### src/rtl/sched_pkg.sv
package sched_pkg;
    typedef enum logic [2:0] {
        CLS_INT  = 3'd0,
        CLS_BR   = 3'd1,
        CLS_FMOV = 3'd2,
        CLS_FADD = 3'd3,
        CLS_FMUL = 3'd4
    } op_class_e;

    typedef enum logic [1:0] {
        U_ALU = 2'd0,
        U_JMP = 2'd1,
        U_FPU = 2'd2
    } unit_e;

    typedef enum logic {
        OCC_IDLE = 1'b0,
        OCC_BUSY = 1'b1
    } occ_state_e;
endpackage

### src/rtl/sched_age_pick.sv
module sched_age_pick #(
    parameter int N     = 8,
    parameter int SEQ_W = 5
) (
    input  logic [N-1:0]       cand,
    input  logic [N*SEQ_W-1:0] seq_flat,
    output logic [N-1:0]       grant
);
    // entry i wins when every other candidate j is younger (i - j wraps negative)
    always_comb begin
        for (int i = 0; i < N; i++) begin
            grant[i] = cand[i];
            for (int j = 0; j < N; j++) begin
                logic [SEQ_W-1:0] diff;
                diff = seq_flat[i*SEQ_W +: SEQ_W] - seq_flat[j*SEQ_W +: SEQ_W];
                if (j != i && cand[j] && !diff[SEQ_W-1])
                    grant[i] = 1'b0;
            end
        end
    end

    always_comb begin
        p_onehot_grant_r7: assert ($onehot0(grant))
            else $error("R7: more than one entry granted on a port");
    end
endmodule

### src/rtl/sched_fpu_occ.sv
module sched_fpu_occ
    import sched_pkg::*;
#(
    parameter int LAT_W = 4
) (
    input  logic             clk,
    input  logic             rst_n,
    input  logic             issue,
    input  logic [LAT_W-1:0] lat,
    output logic             busy
);
    occ_state_e       state_q, state_d;
    logic [LAT_W-1:0] cnt_q, cnt_d;

    always_ff @(posedge clk) begin
        if (!rst_n) begin
            state_q <= OCC_IDLE;
            cnt_q   <= '0;
        end else begin
            state_q <= state_d;
            cnt_q   <= cnt_d;
        end
    end

    always_comb begin
        state_d = state_q;
        cnt_d   = cnt_q;
        unique case (state_q)
            OCC_IDLE: if (issue && lat > LAT_W'(1)) begin
                state_d = OCC_BUSY;
                cnt_d   = lat - LAT_W'(1);
            end
            OCC_BUSY: if (cnt_q <= LAT_W'(1)) begin
                state_d = OCC_IDLE;
                cnt_d   = '0;
            end else begin
                cnt_d = cnt_q - LAT_W'(1);
            end
            default: begin
                state_d = OCC_IDLE;
                cnt_d   = '0;
            end
        endcase
    end

    always_comb busy = (state_q == OCC_BUSY);

    p_no_fpu_issue_busy_r8: assert property (@(posedge clk) disable iff (!rst_n)
        busy |-> !issue)
        else $error("R8: FPU op granted while the unit is occupied");

    p_busy_countdown_r8: assert property (@(posedge clk) disable iff (!rst_n)
        (state_q == OCC_BUSY && cnt_q > LAT_W'(1)) |=> (state_q == OCC_BUSY && cnt_q == $past(cnt_q) - LAT_W'(1)))
        else $error("R8: occupancy counter did not step down");
endmodule

### src/rtl/dispatch_sched.sv
module dispatch_sched
    import sched_pkg::*;
#(
    parameter int ENTRIES   = 8,
    parameter int LAT_W     = 4,
    localparam int IDX_W    = $clog2(ENTRIES),
    localparam int NPORT    = 3
) (
    input  logic                   clk,
    input  logic                   rst_n,
    input  logic                   wr_en,
    input  logic [IDX_W-1:0]       wr_idx,
    input  logic [2:0]             wr_class,
    input  logic [LAT_W-1:0]       wr_lat,
    input  logic                   wr_ready,
    input  logic [ENTRIES-1:0]     ready_set,
    output logic [NPORT-1:0]       disp_vld,
    output logic [NPORT*IDX_W-1:0] disp_idx,
    output logic [NPORT*2-1:0]     disp_unit
);
    localparam int SEQ_W = IDX_W + 2;

    // station state
    logic [ENTRIES-1:0]     ent_vld, ent_rdy;
    op_class_e              ent_cls [ENTRIES];
    logic [LAT_W-1:0]       ent_lat [ENTRIES];
    logic [SEQ_W-1:0]       ent_seq [ENTRIES];
    logic [SEQ_W-1:0]       alloc_seq;
    logic [ENTRIES*SEQ_W-1:0] seq_flat;

    // selection
    logic [ENTRIES-1:0] rdy_mask, is_int, is_br, is_mov, is_add, is_mul;
    logic [ENTRIES-1:0] cand0, cand1, cand2, grant0, grant1, grant2, freed;
    logic [ENTRIES-1:0] gr [NPORT];
    logic               any_add, any_mul;
    logic [NPORT-1:0]   fpu_busy, fp_issue;

    logic [NPORT-1:0]   vld_a;
    logic [IDX_W-1:0]   sel_idx [NPORT];
    op_class_e          sel_cls [NPORT];
    logic [LAT_W-1:0]   sel_lat [NPORT];
    unit_e              unit_a  [NPORT];

    for (genvar i = 0; i < ENTRIES; i++) begin : g_ent
        assign seq_flat[i*SEQ_W +: SEQ_W] = ent_seq[i];
        assign is_int[i] = (ent_cls[i] == CLS_INT);
        assign is_br[i]  = (ent_cls[i] == CLS_BR);
        assign is_mov[i] = (ent_cls[i] == CLS_FMOV);
        assign is_add[i] = (ent_cls[i] == CLS_FADD);
        assign is_mul[i] = (ent_cls[i] == CLS_FMUL);
    end

    assign rdy_mask = ent_vld & ent_rdy;
    assign any_add  = |(rdy_mask & is_add);
    assign any_mul  = |(rdy_mask & is_mul);

    // port 0: ALU, jump unit, home FPU for moves
    assign cand0 = rdy_mask & (is_int | is_br | (is_mov & {ENTRIES{!fpu_busy[0]}}));
    // port 1: ALU, add FPU; moves borrow it only with no ready add
    assign cand1 = rdy_mask & ~grant0 &
                   (is_int | ((is_add | (is_mov & {ENTRIES{!any_add}})) & {ENTRIES{!fpu_busy[1]}}));
    // port 2: ALU, multiply FPU; moves borrow it only with no ready multiply
    assign cand2 = rdy_mask & ~grant0 & ~grant1 &
                   (is_int | ((is_mul | (is_mov & {ENTRIES{!any_mul}})) & {ENTRIES{!fpu_busy[2]}}));

    sched_age_pick #(.N(ENTRIES), .SEQ_W(SEQ_W)) u_pick0 (.cand(cand0), .seq_flat(seq_flat), .grant(grant0));
    sched_age_pick #(.N(ENTRIES), .SEQ_W(SEQ_W)) u_pick1 (.cand(cand1), .seq_flat(seq_flat), .grant(grant1));
    sched_age_pick #(.N(ENTRIES), .SEQ_W(SEQ_W)) u_pick2 (.cand(cand2), .seq_flat(seq_flat), .grant(grant2));

    assign gr[0] = grant0;
    assign gr[1] = grant1;
    assign gr[2] = grant2;
    assign freed = grant0 | grant1 | grant2;

    // state register process: station entries and allocation order
    always_ff @(posedge clk) begin
        if (!rst_n) begin
            ent_vld   <= '0;
            ent_rdy   <= '0;
            alloc_seq <= '0;
            for (int i = 0; i < ENTRIES; i++) begin
                ent_cls[i] <= CLS_INT;
                ent_lat[i] <= '0;
                ent_seq[i] <= '0;
            end
        end else begin
            if (wr_en && !ent_vld[wr_idx])
                alloc_seq <= alloc_seq + SEQ_W'(1);
            for (int i = 0; i < ENTRIES; i++) begin
                if (ent_vld[i]) begin
                    if (freed[i]) begin
                        ent_vld[i] <= 1'b0;
                        ent_rdy[i] <= 1'b0;
                    end else if (ready_set[i]) begin
                        ent_rdy[i] <= 1'b1;
                    end
                end else if (wr_en && wr_idx == IDX_W'(i)) begin
                    ent_vld[i] <= 1'b1;
                    ent_rdy[i] <= wr_ready;
                    ent_cls[i] <= op_class_e'(wr_class);
                    ent_lat[i] <= wr_lat;
                    ent_seq[i] <= alloc_seq;
                end
            end
        end
    end

    // output process: encode grant, pick unit
    always_comb begin
        for (int p = 0; p < NPORT; p++) begin
            vld_a[p]   = |gr[p];
            sel_idx[p] = '0;
            sel_cls[p] = CLS_INT;
            sel_lat[p] = '0;
            for (int i = 0; i < ENTRIES; i++) begin
                if (gr[p][i]) begin
                    sel_idx[p] = IDX_W'(i);
                    sel_cls[p] = ent_cls[i];
                    sel_lat[p] = ent_lat[i];
                end
            end
            unique case (sel_cls[p])
                CLS_INT: unit_a[p] = U_ALU;
                CLS_BR:  unit_a[p] = U_JMP;
                default: unit_a[p] = U_FPU;
            endcase
        end
    end

    for (genvar p = 0; p < NPORT; p++) begin : g_port
        assign disp_vld[p]                 = vld_a[p];
        assign disp_idx[p*IDX_W +: IDX_W]  = sel_idx[p];
        assign disp_unit[p*2 +: 2]         = unit_a[p];
        assign fp_issue[p]                 = vld_a[p] && (unit_a[p] == U_FPU);

        sched_fpu_occ #(.LAT_W(LAT_W)) u_occ (
            .clk   (clk),
            .rst_n (rst_n),
            .issue (fp_issue[p]),
            .lat   (sel_lat[p]),
            .busy  (fpu_busy[p])
        );

        p_entry_freed_r10: assert property (@(posedge clk) disable iff (!rst_n)
            vld_a[p] |=> !ent_vld[$past(sel_idx[p])])
            else $error("R10: dispatched entry still valid");
    end

    p_branch_port0_r4: assert property (@(posedge clk) disable iff (!rst_n)
        (vld_a[1] || vld_a[2]) |-> (unit_a[1] != U_JMP && unit_a[2] != U_JMP))
        else $error("R4: branch left on a port other than 0");

    p_add_on_port1_r5: assert property (@(posedge clk) disable iff (!rst_n)
        (vld_a[1] && unit_a[1] == U_FPU) |-> (sel_cls[1] == CLS_FADD || sel_cls[1] == CLS_FMOV))
        else $error("R5: wrong FPU class on port 1");

    p_mul_on_port2_r5: assert property (@(posedge clk) disable iff (!rst_n)
        (vld_a[2] && unit_a[2] == U_FPU) |-> (sel_cls[2] == CLS_FMUL || sel_cls[2] == CLS_FMOV))
        else $error("R5: wrong FPU class on port 2");

    p_mov_yields_r6: assert property (@(posedge clk) disable iff (!rst_n)
        (vld_a[1] && sel_cls[1] == CLS_FMOV) |-> !any_add)
        else $error("R6: move took the add FPU while an add was ready");

    p_distinct_grant_r7: assert property (@(posedge clk) disable iff (!rst_n)
        (vld_a[0] && vld_a[1]) |-> (sel_idx[0] != sel_idx[1]))
        else $error("R7: one entry granted to two ports");

    p_reset_quiet_r1: assert property (@(posedge clk) disable iff (!rst_n)
        $rose(rst_n) |-> (disp_vld == '0))
        else $error("R1: dispatch right after reset");
endmodule

### config.mk
export PLATFORM = sky130hd
export DESIGN_NAME = dispatch_sched
export DESIGN_NICKNAME = d
export VERILOG_FILES = /design/src/rtl/sched_pkg.sv /design/src/rtl/sched_age_pick.sv /design/src/rtl/sched_fpu_occ.sv /design/src/rtl/dispatch_sched.sv
export SDC_FILE = /design/constraint.sdc
export NUM_CORES = 1
export LEC_CHECK = 0
export BUFFER_PORTS_ARGS = -buffer_cell sky130_fd_sc_hd__buf_2
export CORE_ASPECT_RATIO = 1.4
export CORE_UTILIZATION = 65
export CTS_CLUSTER_DIAMETER = 150
export CTS_CLUSTER_SIZE = 16
export DETAILED_ROUTE_END_ITERATION = 16
export PLACE_DENSITY_LB_ADDON = 0.3
export SYNTH_ARGS = -nofsm -noshare
export SYNTH_HDL_FRONTEND = slang
export SYNTH_SLANG_ARGS = --single-unit
### constraint.sdc
create_clock -name clk -period 7.26 [get_ports clk]
set_input_delay 1.815 -clock clk [delete_from_list [all_inputs] [get_ports clk]]
set_output_delay 1.815 -clock clk [all_outputs]
set_load 0.01 [all_outputs]
==> results.py, run 1 <==
metrics = {
    "clock_network": {
        "cts.path.max_buffers": 2,
        "cts_root_buf": "clkbuf_16",
        "ctsHtreeMaxLevel": 4,
        "cts_buffers": 17,
        "cts.hold.buffers_added": 0,
        "cts_sinks": 132,
    },
    "status": {
        "status": "stopped before the end",
        "error_line": "[ERROR GRT-0116] Global routing finished with congestion. Check the congestion regions in the DRC Viewer.",
        "lastStage": "5_1_grt",
    },
    "grt": {
        "track_usage": 0.800,
        "grt_max_degree": 40,
        "overflow": 337,
        "grt_pass1_vias": 19200,
        "grt_pass1_wl_mm": 136,
    },
    "die": {
        "num_rows": 63,
        "initial_core_util": 0.665,
        "die_w_um": 126,
        "die_y_um": 176,
        "io_pins": 40,
    },
    "yosys": {
        "yosys_warnings": 0,
        "ys_ff_latch": 132,
        "synth_area_um2": 14100,
        "syn_inst": 1650,
        "synth_ff_type": "edfxtp_1",
        "syn_avg_cell_area_um2": 8.55,
        "synth_cell_types": 94,
        "synthArstFlopShare": 0,
        "ys_seq_area_frac": 0.256,
        "synth-edff-count": 96,
    },
    "placed_design": {
        "globalplace.congestion": 1.21,
        "hpwl_mm": 49.9,
        "dp_cells": 2097,
        "io_buffers": 37,
        "dpl_cell_area_um2": 16000,
    },
}
==> routing by layer <==
layer / overflow / GRT usage
met1: 0 / 0.794
met2: 202 / 0.986
met3: 5 / 0.633
met4: 127 / 0.822
met5: 3 / 0.197
==> through the flow <==
| stage | setup TNS (ns) | worst slack, ns |
|---|---|---|
| 2_1_floorplan | 0 | 0.744 |
| 3_3_place_gp | -0.0701 | -0.0701 |
| 3_5_place_dp | -0.0440 | -0.0440 |
| 4_1_cts | -0.0484 | -0.0484 |
==> cell usage after synthesis (31+ instances only) <==
cell type	count	area (um2)
o21ai_0	77	385
clkbuf_1	41	154
nand2b_1	61	382
nor2_1	210	788
xor2_1	35	307
o21a_1	31	233
nor4_1	45	282
edfxtp_1	96	2880
dfxtp_1	36	721
a21oi_1	76	380
xnor2_1	50	438
nand2_1	77	289
ha_1	181	2260
nor3_1	56	280
inv_1	110	413
==> what timing repair did <==
action / in CTS
gates resized for setup: 81
cloned: 0
endpoints found under the setup margin: 5
pin swaps: 19
setup buffers: 38
==> logic make-up after synthesis <==
group                      after synthesis  share of synthesized area
AOI/OAI and AO/OA                      457                      0.241
xor gates and xnor gates                91                     0.0597
adders and majority gates              181                      0.161
buffers and inverters                  178                     0.0501
DFF                                    132                      0.256
muxes                                   18                     0.0146
other                                    1                   0.000266
and+or+nand+nor                        592                      0.218
==> run 2: changes to the inputs <==
CORE_ASPECT_RATIO = unset   (was 1.4)
CORE_UTILIZATION = 40   (was 65)
CTS_CLUSTER_DIAMETER = unset   (was 150)
CTS_CLUSTER_SIZE = unset   (was 16)
PLACE_DENSITY_LB_ADDON = 0.15   (was 0.3)
==> run 2 against run 1 <==
Compared with the run above: the flow now finishes, with violations (setup timing); synthesized cell count stayed put; synthesized area unchanged.
==> results.py, run 2 <==
metrics = {
    "placed_design": {
        "hpwl_mm": 49.6,
        "io_buffers": 37,
        "dp_cells": 2255,
        "globalplace.congestion": 1.07,
    },
    "die": {
        "core-area_um2": 34600,
        "num_rows": 68,
        "die_w_um": 190,
        "io_pins": 40,
        "die_y_um": 190,
        "initial_core_util": 0.407,
        "die_area_um2": 36000,
    },
    "grt": {
        "overflow": 0,
        "antenna_found_initial": 0,
        "track_usage": 0.340,
        "grt_pass1_vias": 13500,
        "grt_pass1_wl_mm": 89.4,
        "grt_max_degree": 40,
    },
    "worst_hold_path": {
        "min_path_cells": 2,
        "worstHoldStart": "ent_rdy[4]$_SDFFE_PN0P_",
        "hp-class": "flip-flop to flip-flop",
    },
    "setup_path": {
        "critPathArrivalTime_ns": 5.50,
        "cp_max_fo": 6,
        "worstSetupStartpointType": "flip-flop",
        "worst-setup-path-type": "flip-flop to output pin",
        "rr_startpoint": "ent_seq[1][1]$_SDFFCE_PN0P_",
        "reg2reg_depth": 27,
        "cp-end-kind": "output pin",
        "critPathLaunch": "ent_seq[0][16]$_SDFFCE_PN0P_",
        "crit_required_ns": 5.45,
    },
    "yosys": {
        "synth_area_um2": 14100,
        "syn_inst": 1650,
        "synth_common_cells": "nor2_1, ha_1, inv_1",
        "synth_most_common_cell": "nor2_1",
        "synth_cell_types": 94,
        "synth-edff-count": 96,
        "post-synth-top-area-cell": "edfxtp_1",
        "yosys_warnings": 0,
        "synth_ff_type": "edfxtp_1",
        "synthTopCellsByArea": "edfxtp_1, ha_1, nor2_1",
        "syn_avg_cell_area_um2": 8.55,
        "synth_top_area_frac": 0.204,
        "synthArstFlopShare": 0,
        "ys_ff_latch": 132,
        "ys_seq_area_frac": 0.256,
    },
    "timing": {
        "relSlewSlack": 0.252,
        "setup_viol": 1,
        "min_period_ns": 7.32,
        "max_freq_ghz": 0.137,
        "setup_ws_ns": -0.0586,
        "holdWs_ns": 0.502,
        "final_max_slew_viol_count": 0,
        "totalNegativeSetupSlack_ns": -0.0586,
        "post-route-period-util": 1.01,
        "worst_pin_slew_ns": 1.11,
        "hold_viol": 0,
        "clock_skew_ns": 0.0209,
        "rsz0062_at_grt": "true",
    },
    "clock_network": {
        "cts_sinks": 132,
        "cts_buffers": 17,
        "cts_tree": "done",
        "cts.path.max_buffers": 2,
        "cts_root_buf": "clkbuf_16",
        "cts.hold.buffers_added": 0,
        "clkTransAtPathRegs_ns": 0.07,
        "clock_latency_ns": 0.44,
        "ctsHtreeMaxLevel": 4,
    },
    "layout": {
        "area_growth_pct": 23.6,
        "final_cells": 2336,
        "largest_reg_flops": 40,
        "top_register": "ent_seq",
        "top_regs": "ent_seq (40), ent_lat (32), ent_cls (24)",
        "final_util": 0.503,
        "layout-drive-gt1-share": 0.236,
        "mostFrequentLayoutCells": "buf_4, nor2_1, ha_1",
        "mostFrequentLayoutCell": "buf_4",
        "diodes": 0,
        "finish.net_count": 2071,
    },
    "power": {
        "power_leakage_uw": 0.00731,
        "peakVddDrop_mv": 0.142,
        "power.density_nw_per_um2": 144,
        "finalPower_uw": 2510,
    },
    "drt": {
        "drt_iter0_markers": 1600,
        "drcViolationCount": 0,
        "wl_per_cell_um": 26.4,
        "routed_wirelength_mm": 61.6,
        "num_vias": 14600,
        "firstDrtPassIters": 6,
        "drtAntennaViolNets": 0,
        "viasPerCell": 6.24,
    },
    "status": {
        "status": "finished with violations",
        "violations": "setup timing",
    },
    "run": {
        "drv_cap": 0,
    },
}
run 2: worst max-delay path, stage by stage, from the launching register on:
cell	delay (ns)
edfxtp_1	0.48
buf_4	0.18
ha_1	0.31
a2111oi_0	0.39
a21oi_1	0.16
xnor2_2	0.19
o211ai_1	0.39
o21ai_2	0.15
buf_4	0.17
o211ai_1	0.23
nor4_2	0.11
or3_1	0.41
or4_1	0.53
or4_4	0.50
nand2b_4	0.17
o221ai_1	0.20
a21oi_2	0.08
nor3_2	0.21
inv_1	0.07
buf_2	0.14
run 2: worst paths after layout:
kind,endpoint,slack (ns)
max,disp_unit[5],-0.06
min,ent_rdy[4]$_SDFFE_PN0P_,0.50
max reg2reg,g_port[2].u_occ.cnt_q[3]$_SDFFE_PN0P_,0.67
min reg2reg,ent_rdy[4]$_SDFFE_PN0P_,0.50
run 2: report_power, final:
| group | total (uW) | internal [uW] | switching [uW] | leakage [uW] |
|---|---|---|---|---|
| Clock | 882 | 512 | 371 | 0.000296 |
| Combinational | 723 | 287 | 436 | 0.00572 |
| Sequential | 908 | 846 | 62.6 | 0.00129 |
| Total | 2510 | 1640 | 869 | 0.00731 |
run 2: cell families (layout without fill, tap and decap cells):
family / count (synthesis) / count (layout) / share of synthesized area
DFF: 132 / 132 / 0.256
AOI/OAI and AO/OA: 457 / 457 / 0.241
adders and majority gates: 181 / 181 / 0.161
and+or+nand+nor: 592 / 592 / 0.218
muxes: 18 / 18 / 0.0146
buffers and inverters: 178 / 408 / 0.0501
xor gates and xnor gates: 91 / 91 / 0.0597
other: 1 / 2 / 0.000266
run 2: what timing repair did:
item,4_1_cts,5_1_grt
buffers inserted,32,17
hold endpoints to repair,0,0
setup endpoints to repair,6,6
pin swaps,21,32
resized for setup,51,56
run 2: cell type report:
| class | instances | area [um2] |
|---|---|---|
| tap | 455 | 569 |
| inverter | 110 | 429 |
| sequential | 132 | 3600 |
| fill | 3297 | 17200 |
| multi-input combinational | 1341 | 10300 |
| clock inverter | 13 | 135 |
| clock buffer | 19 | 464 |
| timing repair buffer | 266 | 1970 |
run 2: metal layers:
layer | vias up | track usage | part of all wire
li1 | 6561 | - | -
met1 | 7076 | 0.493 | 0.46
met2 | 814 | 0.492 | 0.41
met3 | 130 | 0.0837 | 0.10
met4 | 0 | 0.100 | 0.029
met5 | - | 0 | 0
run 2: per-stage QoR:
| step | setup WS [ns] | instance area, um2 |
|---|---|---|
| floorplan | 0.744 | 14100 |
| detailed placement | 0.00952 | 15900 |
| finish | -0.0586 | 17400 |
| global route | -0.177 | 17400 |
| global placement | -0.0973 | 15900 |
| CTS | 0.00267 | 17000 |
No activity file was read; power rests on OpenSTA's default activity.
